**src/rtl/sc_word_tx_pkg.sv**
```systemverilog
package sc_word_tx_pkg;

    localparam int unsigned DEF_WORD_W    = 23;
    localparam int unsigned DEF_FRAME_LEN = 128;

    typedef enum logic [2:0] {
        SK_START,
        SK_WORD,
        SK_RSTN,
        SK_SEQ,
        SK_RSVD
    } slot_kind_e;

    typedef struct packed {
        logic rst_n;
        logic seq;
    } status_flags_t;

    function automatic slot_kind_e classify_slot(input int unsigned slot,
                                                 input int unsigned word_w);
        if (slot == 0)                return SK_START;
        else if (slot <= word_w)      return SK_WORD;
        else if (slot == word_w + 1)  return SK_RSTN;
        else if (slot == word_w + 2)  return SK_SEQ;
        else                          return SK_RSVD;
    endfunction

endpackage

```
**src/rtl/sc_slot_counter.sv**
```systemverilog
module sc_slot_counter #(
    parameter int unsigned FRAME_LEN = 128,
    localparam int unsigned SLOT_W   = $clog2(FRAME_LEN)
) (
    input  logic              clk,
    input  logic              rst,
    input  logic              en,
    output logic              launch,
    output logic              advance,
    output logic [SLOT_W-1:0] next_slot
);
    localparam logic [SLOT_W-1:0] LAST = SLOT_W'(FRAME_LEN - 1);

    logic              busy;
    logic [SLOT_W-1:0] slot;
    logic              at_last;

    assign at_last   = (slot == LAST);
    assign launch    = en && (!busy || at_last);
    assign advance   = busy && !at_last;
    assign next_slot = launch ? '0 : SLOT_W'(slot + 1'b1);

    always_ff @(posedge clk) begin
        if (rst) begin
            busy <= 1'b0;
            slot <= '0;
        end else if (launch) begin
            busy <= 1'b1;
            slot <= '0;
        end else if (advance) begin
            slot <= SLOT_W'(slot + 1'b1);
        end else begin
            busy <= 1'b0;
            slot <= '0;
        end
    end


    slot_step_chk: assert property (@(posedge clk) disable iff (rst)
        busy && !at_last |=> slot == SLOT_W'($past(slot) + 1'b1));


    idle_hold_chk: assert property (@(posedge clk) disable iff (rst)
        !en && (!busy || at_last) |=> !busy && slot == '0);


    finish_frame_chk: assert property (@(posedge clk) disable iff (rst)
        busy && !at_last && !en |=> busy);

endmodule

```
**src/rtl/sc_payload_latch.sv**
```systemverilog
module sc_payload_latch
    import sc_word_tx_pkg::*;
#(
    parameter int unsigned WORD_W = 23
) (
    input  logic              clk,
    input  logic              rst,
    input  logic              load,
    input  logic [WORD_W-1:0] word_in,
    input  status_flags_t     flags_in,
    output logic [WORD_W-1:0] word_q,
    output status_flags_t     flags_q
);
    always_ff @(posedge clk) begin
        if (rst) begin
            word_q  <= '0;
            flags_q <= '{rst_n: 1'b1, seq: 1'b0};
        end else if (load) begin
            word_q  <= word_in;
            flags_q <= flags_in;
        end
    end


    held_stable_chk: assert property (@(posedge clk) disable iff (rst)
        !load |=> $stable(word_q) && $stable(flags_q));

endmodule

```
**src/rtl/sc_bit_select.sv**
```systemverilog
module sc_bit_select
    import sc_word_tx_pkg::*;
#(
    parameter int unsigned WORD_W = 23,
    parameter int unsigned SLOT_W = 7
) (
    input  logic [SLOT_W-1:0] slot,
    input  logic [WORD_W-1:0] word_q,
    input  status_flags_t     flags_q,
    output logic              bit_out
);
    logic [WORD_W-1:0] word_hit;

    // slot k (1..WORD_W) carries word bit WORD_W-k
    for (genvar g = 0; g < WORD_W; g++) begin : g_word
        assign word_hit[g] = (slot == SLOT_W'(WORD_W - g)) && word_q[g];
    end

    always_comb begin
        unique case (classify_slot(int'(slot), WORD_W))
            SK_START: bit_out = 1'b1;
            SK_WORD:  bit_out = |word_hit;
            SK_RSTN:  bit_out = flags_q.rst_n;
            SK_SEQ:   bit_out = flags_q.seq;
            default:  bit_out = 1'b0;
        endcase
    end

endmodule

```
**src/rtl/sc_word_tx.sv**
```systemverilog
module sc_word_tx
    import sc_word_tx_pkg::*;
#(
    parameter int unsigned WORD_W    = DEF_WORD_W,
    parameter int unsigned FRAME_LEN = DEF_FRAME_LEN,
    localparam int unsigned SLOT_W   = $clog2(FRAME_LEN)
) (
    input  logic              clk,
    input  logic              rst,
    input  logic              en,
    input  logic [WORD_W-1:0] freq_word,
    input  logic              rst_flag_n,
    input  logic              seq_flag,
    output logic              ser_out,
    output logic              frame_start
);
    logic              launch;
    logic              advance;
    logic [SLOT_W-1:0] next_slot;
    logic [WORD_W-1:0] word_q;
    status_flags_t     flags_q;
    status_flags_t     flags_in;
    logic              slot_bit;

    assign flags_in = '{rst_n: rst_flag_n, seq: seq_flag};

    sc_slot_counter #(.FRAME_LEN(FRAME_LEN)) u_cnt (
        .clk       (clk),
        .rst       (rst),
        .en        (en),
        .launch    (launch),
        .advance   (advance),
        .next_slot (next_slot)
    );

    sc_payload_latch #(.WORD_W(WORD_W)) u_latch (
        .clk      (clk),
        .rst      (rst),
        .load     (launch),
        .word_in  (freq_word),
        .flags_in (flags_in),
        .word_q   (word_q),
        .flags_q  (flags_q)
    );

    sc_bit_select #(.WORD_W(WORD_W), .SLOT_W(SLOT_W)) u_sel (
        .slot    (next_slot),
        .word_q  (word_q),
        .flags_q (flags_q),
        .bit_out (slot_bit)
    );

    always_ff @(posedge clk) begin
        if (rst) begin
            ser_out     <= 1'b0;
            frame_start <= 1'b0;
        end else begin
            ser_out     <= (launch || advance) ? slot_bit : 1'b0;
            frame_start <= launch;
        end
    end


    start_high_chk: assert property (@(posedge clk) disable iff (rst)
        frame_start |-> ser_out);


    reset_quiet_chk: assert property (@(posedge clk) disable iff (rst)
        $past(rst) |-> !ser_out && !frame_start);


    strobe_single_chk: assert property (@(posedge clk) disable iff (rst)
        frame_start |=> !frame_start);

endmodule

```
**config.mk**
```make
export PLATFORM = sky130hd
export DESIGN_NAME = sc_word_tx
export DESIGN_NICKNAME = d
export VERILOG_FILES = /design/src/rtl/sc_word_tx_pkg.sv /design/src/rtl/sc_slot_counter.sv /design/src/rtl/sc_payload_latch.sv /design/src/rtl/sc_bit_select.sv /design/src/rtl/sc_word_tx.sv
export SDC_FILE = /design/constraint.sdc
export NUM_CORES = 1
export LEC_CHECK = 0
export ABC_AREA = 1
export CORE_AREA = 10 10 76 78
export CTS_BUF_LIST = sky130_fd_sc_hd__clkbuf_2 sky130_fd_sc_hd__clkbuf_4 sky130_fd_sc_hd__clkbuf_8
export DETAILED_ROUTE_END_ITERATION = 10
export DIE_AREA = 0 0 86 88
export GPL_TIMING_DRIVEN = 1
export MAX_ROUTING_LAYER = met4
export PLACE_DENSITY = 0.71
export SLEW_MARGIN = 20
export SYNTH_ARGS = -nofsm -noshare
export SYNTH_HDL_FRONTEND = slang
export SYNTH_HIERARCHICAL = 1
export SYNTH_SLANG_ARGS = --single-unit
```
**constraint.sdc**
```tcl
create_clock -name clk -period 1.8 [get_ports clk]
set_input_delay 0.54 -clock clk [delete_from_list [all_inputs] [get_ports clk]]
set_output_delay 0.54 -clock clk [all_outputs]
set_load 0.01 [all_outputs]
```
==> Word-level counts from Yosys, hierarchy flattened <==
Index checks and enable logic that the tools add are counted.
{ "totals": {"register_bits": 35, "inputBits": 28, "out_inout_bits": 2, "wordCells": 83} }
{ "classes": {"n_addsub": 1, "magnitude_cmp": 1, "n_eq_ne": 30, "mux": 8, "bitwise": 2, "n_reduce_logical": 34} }
{ "ops": {"columns": ["op", "count"], "rows": [
  ["7-bit by 5-bit == test with 1-bit output (second input constant)", 10],
  ["7-bit by 4-bit == test with 1-bit output (second input constant)", 8],
  ["7-bit by 3-bit == test with 1-bit output (second input constant)", 4],
  ["1-bit logical AND", 25],
  ["23-bit OR reduction", 1],
  ["7-bit by 2-bit == test with 1-bit output (second input constant)", 2],
  ["3-bit two-way mux", 4],
  ["7-bit by 1-bit adder with 7-bit output (second input constant)", 1],
  ["7-bit by 1-bit == test with 1-bit output (second input constant)", 1],
  ["7-bit == test (second input constant)", 1],
  ["7-bit by 5-bit less-or-equal comparator with 1-bit output (second input constant)", 1],
  ["7-bit logical NOT", 1],
  ["7-bit two-way mux", 1],
  ["3-bit by 2-bit == test with 1-bit output (second input constant)", 2],
  ["1-bit one-hot mux with 4 select lines", 1],
  ["3-bit by 1-bit == test with 1-bit output (second input constant)", 1],
  ["3-bit logical NOT", 1],
  ["3-bit OR reduction", 1],
  ["1-bit logical NOT", 2],
  ["1-bit logical OR", 2],
  ["1-bit two-way mux", 2],
  ["2-bit != test (second input constant)", 1],
  ["1-bit NOT", 2],
  ["2-bit OR reduction", 1]
]} }

==> Longest topological paths before layout <==
Gate-level depths: netlist (run 1).
{ "logic_depth": {"depth_word": 11, "mapped_depth": 16} }

==> Cells and area by module <==
Netlist (run 1), hierarchy kept.
{ "by_module_without_submodules": {"columns": ["module", "instances", "cells_per_inst", "area_per_inst_um2", "seq_area_each_um2"], "rows": [
  ["sc_payload_latch", 1, 158, 1063.5, 500.5],
  ["sc_slot_counter", 1, 59, 411.6, 160.2],
  ["sc_bit_select", 1, 76, 347.8, 0.0],
  ["sc_word_tx", 1, 8, 62.6, 40.0]
]} }

==> Least setup slack after synthesis (run 1) <==
Ideal clock, no wire load.
{ "synth_path": {"path_kind": "register to register", "startpoint": "reg u_cnt.slot[0]", "endpoint": "reg ser_out", "setup_ns": 0.064, "arrival_ns": 1.897, "t_required_ns": 1.736, "slack_ns": -0.161, "path_stages_with_launch": 17, "path_buffers": 0, "period_less_slack_ns": 1.961, "path_cell_list": "dfxtp_1 -> ha_1 -> nand2_1 -> nor2_1 -> nand2_2 -> nand2_4 -> a21oi_1 -> inv_2 -> nor2_4 -> nand2_1 -> nand2_1 -> inv_1 -> nand3_1 -> nand3_1 -> nand4_1 -> nand2_1 -> nor2_1"} }
{ "synth_between": {"elab_chain_cells": 11} }
{ "synth_rtl": {"columns": ["element", "line", "rtl"], "rows": [
  ["from (decl)", "sc_slot_counter.sv:15", "logic [SLOT_W-1:0] slot;"],
  ["from (signal assigned)", "sc_slot_counter.sv:31", "slot <= SLOT_W'(slot + 1'b1);"],
  ["parallel branches: the longest is 3 deep, another holds 7-bit by 1-bit adder with 7-bit output", null, null],
  ["7-bit two-way mux (*)", "sc_slot_counter.sv:21", "assign next_slot = launch ? '0 : SLOT_W'(slot + 1'b1);"],
  ["net next_slot[0]", "sc_word_tx.sv:19", "logic [SLOT_W-1:0] next_slot;"],
  ["parallel branches: the longest is 6 deep, another holds 7-bit by 5-bit less-or-equal comparator with 1-bit output", null, null],
  ["1-bit one-hot mux with 4 select lines (*)", "sc_bit_select.sv:20", "unique case (classify_slot(int'(slot), WORD_W))"],
  ["net slot_bit", "sc_word_tx.sv:23", "logic slot_bit;"],
  ["to (signal assigned)", "sc_word_tx.sv:58", "ser_out <= (launch || advance) ? slot_bit : 1'b0;"],
  ["to (decl)", "sc_word_tx.sv:14", "output logic ser_out,"]
]} }
Mark *: on every way through the listed nets, which the timed path passes.
A chain may end at the register's enable or synchronous reset.

==> Final worst setup path (run 1) <==
{ "layout_path": {"startpoint": "in en", "endpoint": "reg ser_out"} }
{ "layout_between": {"elab_chain_cells": 9} }
{ "layout_rtl": {"columns": ["element", "line", "rtl"], "rows": [
  ["from (decl)", "sc_word_tx.sv:10", "input logic en,"],
  ["1-bit logical AND (*)", "sc_slot_counter.sv:19", "assign launch = en && (!busy || at_last);"],
  ["7-bit two-way mux (*)", "sc_slot_counter.sv:21", null],
  ["net next_slot[1]", "sc_word_tx.sv:19", null],
  ["parallel branches: the longest is 6 deep, another holds 7-bit by 5-bit less-or-equal comparator with 1-bit output", null, null],
  ["1-bit one-hot mux with 4 select lines (*)", "sc_bit_select.sv:20", null],
  ["net slot_bit", "sc_word_tx.sv:23", null]
]} }
Marks and branches as above.

==> impl_metrics.py, run 1 <==
metrics = {
    "timing": {
        "maxSlewHeadroom_pct": 79.4,
        "fin_ws_ps": -162,
        "finClkSkew_ps": 5.76,
        "maxSlewViolCount": 0,
        "timing.final.crit_share_pct": 109,
        "hold_viol_final": 0,
        "fmax_ghz": 0.510,
        "rsz0062_at_grt": "yes",
        "worstMarginPinSlew_ps": 308,
        "min_period_ps": 1960,
        "final-setup-viol-count": 16,
    },
    "critical_path": {
        "crit_slowest_cell": "clkdlybuf4s50_1",
        "r2r_cells": 15,
        "cp_common_cell": "nand2_1",
        "r2r_slack_ps": -150,
        "r2r_end": "ser_out",
        "arrival_ps": 2190,
        "cpLargestDelayFamily": "buffers and inverters",
        "cp.depth": 14,
        "critPathCaptureType": "flip-flop",
        "crit_fanout": 7,
        "start_kind": "input pin",
        "slowest_delay_ps": 440,
        "cp.buffers_inverters": 4,
        "cp.required_ps": 2030,
        "path_class": "input pin to flip-flop",
        "rr_startpoint": "u_cnt/slot[0]",
        "crit_chain": "clkdlybuf4s50_1 > buf_12 > a21oi_4 > buf_4 > nand2_2 > inv_2 > nand3_1 > nand2_1 > nor2_1 > nand2_1 > nand2_1 > nand4_1 > nand2_1 > nor2_1",
    },
    "floorplan": {
        "initial_core_util_pct": 43.9,
        "core_sq_mm": 0.00429,
        "die_w_um": 86,
        "num_io_pins": 30,
        "dieArea_sq_mm": 0.00757,
        "fp.dieH_um": 88,
        "fp-row-count": 24,
    },
    "clock_network": {
        "clkLatencyLatePin_ps": 290,
        "cts_tree": "done",
        "path_clk_slew_ps": 70,
        "cts_buffers": 5,
        "htreeDepth": 2,
        "cts_root_buf": "clkbuf_8",
        "clock-sinks": 35,
        "cts.path.max_buffers": 2,
    },
    "grt": {
        "grt_max_degree": 29,
        "track_usage_pct": 12.5,
        "overflow": 0,
        "antenna_found_initial": 0,
        "grt_pass1_wl_um": 7580,
        "grt_pass1_vias": 1760,
    },
    "power_and_ir_drop": {
        "ir_worst_vdd_mv": 0.382,
        "power_frac_seq_pct": 47.5,
        "p_int_uw": 1330,
        "combPwrFrac_pct": 21.4,
        "p_leak_uw": 0.00133,
        "p_clk_share_pct": 31.1,
        "power_density_mw_per_mm2": 657,
        "power_uw": 1810,
        "power_switching_uw": 487,
        "sw_frac_of_total_pct": 26.9,
    },
    "drt": {
        "top_layer": "met4",
        "drt_iter0_drc": 67,
        "first_pass_iters": 4,
        "wirelength_met1_um": 2040,
        "viasPerCell": 4.70,
        "vias": 1931,
        "wl_met2_um": 2490,
        "antenna_left": 0,
        "drt-total-wl_um": 4840,
        "routedWlPerCell_um": 11.8,
        "wl_met3_um": 240,
        "drc_errors": 0,
    },
    "logic_synthesis": {
        "yosysSeqAreaShare_pct": 37.2,
        "yosys_warnings": 6,
        "synth_cell_type_count": 20,
        "synth_nets": 330,
        "syn_inst": 301,
        "synth_seq_cells": 35,
        "yosysTopAreaCell": "dfxtp_1",
        "synth_edf_count": 0,
        "synth-async-reset-ratio_pct": 0,
        "syn-mean-instance-area_sq_um": 6.26,
        "yosysMostFrequentCell": "nand2_1",
        "synth_top_area_share_pct": 37.2,
        "synth_ff_type": "dfxtp_1",
        "synthTopCellsByCount": "nand2_1 (83), nor2_1 (75), inv_1 (45), dfxtp_1 (35), nand3_1 (21)",
        "synthTopCellsByArea": "dfxtp_1 (37%), nand2_1 (17%), nor2_1 (15%)",
        "syn_area_sq_mm": 0.00189,
    },
    "layout": {
        "design_area_sq_mm": 0.00276,
        "area_delta_synth_final_pct": 46.4,
        "final_core_util_pct": 64.3,
        "final_net_count": 387,
        "n_fill_cell": 387,
        "drive_gt1_share_pct": 25.6,
        "antennaDiodeCount": 0,
    },
    "min_path": {
        "hp-start": "u_latch/word_q[2]",
        "hold_path_class": "flip-flop to flip-flop",
        "hold_end": "u_latch/word_q[2]",
        "hold_depth": 2,
    },
    "outcome": {
        "failed_checks": "negative setup slack",
        "status": "finished, violations left",
    },
    "placement": {
        "dpl_cell_area_sq_mm": 0.00236,
        "gp_congestion": 0.823,
        "dpl.hpwl_um": 3030,
        "portBuffers": 29,
    },
    "run": {
        "maxCapViolCount": 0,
    },
}
-- what timing repair did --
item,4_1_cts,5_1_grt
setup endpoints to repair,1,26
pin swaps,7,25
hold buffers,0,0
gates resized for setup,5,37
setup buffers,8,1
cloned,0,5
-- registers in the layout, summed over array words and instances, names as in the netlist --
signal / cells
u_cnt/busy: 1
ser_out: 1
u_latch/word_q: 23
u_cnt/slot: 7
frame_start: 1
u_latch/flags_q: 2
-- how the worst max path moves through the flow --
| stage | start | end | slack, ps |
|---|---|---|---|
| detailed placement | en | ser_out | -430 |
| finish | en | ser_out | -160 |
| floorplan | u_cnt/slot[0] | ser_out | 20 |
| global route | u_cnt/slot[0] | ser_out | -360 |
| CTS | u_cnt/slot[1] | ser_out | -80 |
| global placement | en | ser_out | -380 |
-- cells by family (layout without fill, tap and decap cells) --
logic type | Yosys count | in the layout | share of synthesized area (%)
AOI/OAI and AO/OA | 9 | 9 | 2.39
xor gates and xnor gates | 3 | 3 | 1.39
adders and majority gates | 1 | 1 | 0.663
buffers and inverters | 58 | 116 | 14.9
DFF | 35 | 35 | 37.2
and+or+nand+nor | 195 | 195 | 43.5
-- worst min-delay path, delay by kind of cell (launching register included) --
| family | cells | cell delay, ps |
|---|---|---|
| flip-flops | 1 | 320 |
| AND/OR/NAND/NOR | 2 | 110 |
-- metrics by stage --
step / TNS [ps] / setup WS (ps) / hold slack (ps) / std cells
after global routing: -2740 / -363 / 487 / 411
after floorplan: 0 / 18.4 / 429 / 301
after detailed placement: -5240 / -432 / 452 / 389
final: -367 / -162 / 468 / 411
after global placement: -5160 / -380 / 449 / 389
after CTS: -79.3 / -79.3 / 472 / 405
-- layer usage --
layer  global-route usage (%)  up-vias
met5                        -        -
met4                     5.54        0
met3                     2.79        8
met2                     21.1       53
met1                     13.9      865
li1                         -     1005
-- layout make-up --
type                       count  area, sq um  share of cell area, %
timing repair buffer          58          613                   22.2
clock buffer                   7         83.8                   3.04
tap                           52         65.1                   2.36
inverter                      50          194                   7.03
multi-input combinational    208         1100                   39.7
sequential                    35          703                   25.5
clock inverter                 1         5.00                  0.181
-- cell usage in the layout, fill, tap and decap left out, types with 2 or more instances in the layout --
cell type	count
nand2_1	70
nor2_1	61
inv_1	43
dfxtp_1	33
clkdlybuf4s50_1	29
nand3_1	20
buf_4	19
nor2_2	14
nand2_2	11
nor2_4	6
clkbuf_8	5
nand2_4	5
inv_2	5
buf_6	4
a21oi_4	4
clkbuf_16	3
buf_12	3
a21oi_1	3
nand4_1	3
clkbuf_4	2
o21ai_0	2
dfxtp_2	2
-- power groups by stage --
stage | combinational [uW] | sequential, uW | clock [uW]
6_report | 388 | 861 | 564
5_1_grt | 428 | 866 | 615
4_1_cts | 317 | 856 | 584
3_5_place_dp | 297 | 872 | 0
3_3_place_gp | 292 | 870 | 0
2_1_floorplan | 193 | 865 | 0
Note: power is estimated with default switching activity, not from simulation.
==> run 2, diff against run 1 <==
--- a/config.mk
+++ b/config.mk
@@ -6,13 +6,14 @@
 export NUM_CORES = 1
 export LEC_CHECK = 0
 export ABC_AREA = 1
-export CORE_AREA = 10 10 76 78
+export CORE_AREA = 2 2 68 70
 export CTS_BUF_LIST = sky130_fd_sc_hd__clkbuf_2 sky130_fd_sc_hd__clkbuf_4 sky130_fd_sc_hd__clkbuf_8
 export DETAILED_ROUTE_END_ITERATION = 10
-export DIE_AREA = 0 0 86 88
+export DIE_AREA = 0 0 70 72
+export DONT_BUFFER_PORTS = 1
 export GPL_TIMING_DRIVEN = 1
 export MAX_ROUTING_LAYER = met4
-export PLACE_DENSITY = 0.71
+export PLACE_DENSITY = 0.62
 export SLEW_MARGIN = 20
 export SYNTH_ARGS = -nofsm -noshare
 export SYNTH_HDL_FRONTEND = slang
==> impl_metrics.py, run 2 (synthesis results as in run 1) <==
metrics = {
    "outcome": {
        "status": "finished, violations left",
        "failed_checks": "negative setup slack",
    },
    "floorplan": {
        "die_w_um": 70,
        "dieArea_sq_mm": 0.00504,
        "num_io_pins": 30,
        "fp.dieH_um": 72,
        "core_sq_mm": 0.00426,
        "fp-row-count": 24,
        "initial_core_util_pct": 44.2,
    },
    "clock_network": {
        "path_clk_slew_ps": 70,
        "cts_tree": "done",
        "htreeDepth": 2,
        "clkLatencyLatePin_ps": 290,
        "cts.path.max_buffers": 2,
        "cts_root_buf": "clkbuf_8",
        "clock-sinks": 35,
        "cts_buffers": 5,
    },
    "timing": {
        "finClkSkew_ps": 6.86,
        "fmax_ghz": 0.507,
        "fin_setup_tns_ps": -173,
        "hold_viol_final": 0,
        "final-setup-viol-count": 2,
        "rsz0062_at_grt": "yes",
        "min_period_ps": 1970,
        "maxSlewViolCount": 0,
        "worstMarginPinSlew_ps": 253,
        "fin_ws_ps": -172,
        "timing.final.crit_share_pct": 110,
        "maxSlewHeadroom_pct": 83.1,
    },
    "min_path": {
        "hold_path_class": "input pin to flip-flop",
        "hold_depth": 1,
        "hp-start": "rst",
        "hold_end": "u_cnt/busy",
    },
    "layout": {
        "antennaDiodeCount": 0,
        "final_core_util_pct": 57.1,
        "drive_gt1_share_pct": 23.2,
        "design_area_sq_mm": 0.00243,
        "top_register": "u_latch/word_q",
        "final_net_count": 355,
        "largest_reg_flops": 23,
        "mostFrequentLayoutCells": "nand2_1 (81), nor2_1 (63), inv_1 (44)",
        "layout_commonest_cell": "nand2_1",
        "area_delta_synth_final_pct": 29.1,
        "largestRegisters": "u_latch/word_q (23), u_cnt/slot (7), u_latch/flags_q (2)",
    },
    "critical_path": {
        "r2r_cells": 16,
        "crit_fanout": 7,
        "cp.required_ps": 2030,
        "rr_startpoint": "u_cnt/slot[1]",
        "r2r_slack_ps": -170,
        "path_class": "flip-flop to flip-flop",
        "start_kind": "flip-flop",
        "critPathCaptureType": "flip-flop",
        "setup.worst_path.start": "u_cnt/slot[1]",
        "arrival_ps": 2200,
        "r2r_end": "ser_out",
    },
    "grt": {
        "met1_usage_pct": 21.5,
        "track_usage_pct": 17.1,
        "grt.met2_usage_pct": 27.2,
        "grt_pass1_wl_um": 6740,
        "grt_pass1_vias": 1564,
        "grt_max_degree": 31,
        "grt-busiest-layer": "met2",
        "overflow": 0,
        "grt_use_met3_pct": 4.72,
        "antenna_found_initial": 0,
    },
    "drt": {
        "vias": 1759,
        "routedWlPerCell_um": 11.1,
        "first_pass_iters": 4,
        "viasPerCell": 4.64,
        "antenna_left": 0,
        "drt_iter0_drc": 60,
        "drc_errors": 0,
        "drt-total-wl_um": 4190,
    },
    "run": {
        "maxCapViolCount": 0,
    },
    "power_and_ir_drop": {
        "ir_worst_vdd_mv": 0.366,
        "p_leak_uw": 0.00118,
        "power_density_mw_per_mm2": 775,
    },
    "placement": {
        "dpl.hpwl_um": 2740,
        "portBuffers": 0,
        "dpl_cell_area_sq_mm": 0.00206,
        "gp_congestion": 0.884,
    },
}
==> run 2: changes by cell type in the layout (fill, tap and decap cells not counted), sizes merged <==
cell and change:
buf -4, clkdlybuf4s50 -29, bufinv +1
==> run 2: per-layer routing <==
layer / vias up / wire length [um]
met1: 774 / 2020
met3: 4 / 149
met5: - / 0
met4: 0 / 43
met2: 33 / 1980
li1: 948 / -
==> run 2: how the worst max path moves through the flow <==
stage,endpoint,slack [ps],cells after the start
after floorplan,ser_out,20,16
after global placement,ser_out,-100,16
after detailed placement,ser_out,-150,16
after CTS,ser_out,-110,16
after global routing,ser_out,-330,16
final,ser_out,-170,16
==> run 2: where the power goes <==
group	switching (uW)	total, uW	internal, uW	leakage (uW)
clock network	282	730	448	0.0000612
logic	154	292	139	0.000829
registers	38.0	863	825	0.000290
total	474	1890	1410	0.00118
==> run 2: through the flow <==
stage / power [uW] / std cells / worst slack (ps) / hold WS [ps]
2_1_floorplan: 1060 / 301 / 18.4 / 429
4_1_cts: 1830 / 370 / -110 / 297
6_report: 1890 / 379 / -172 / 306
3_3_place_gp: 1090 / 360 / -101 / 463
5_1_grt: 1980 / 379 / -327 / 290
3_5_place_dp: 1100 / 360 / -155 / 464
==> run 2: final cells by class <==
type,instances,area (sq um)
clock buffer,6,82.6
clock inverter,2,35.0
fill,419,1830
inverter,50,194
multi-input combinational,208,1050
sequential,35,704
tap,52,65.1
timing repair buffer,26,307
==> run 2: what timing repair did <==
| item | CTS | global route |
|---|---|---|
| pin swaps | 5 | 13 |
| hold buffers | 0 | 0 |
| setup endpoints to repair | 4 | 26 |
| gates resized for setup | 2 | 22 |
| buffers inserted | 2 | 4 |
| gates cloned | 0 | 5 |
==> run 2: worst max-delay path, cell delays in order (launching register included) <==
cell     delay, ps
dfxtp_2        340
ha_4           170
nand2_2         50
nor2_2          30
nand2_2        110
nand2_8         90
a21oi_4        280
inv_2           80
nor2_4         190
nand3_2        100
nand2_2         80
nor2_1          40
nand2_1         60
nand2_1         50
nand4_1         90
nand2_1         50
nor2_1          90
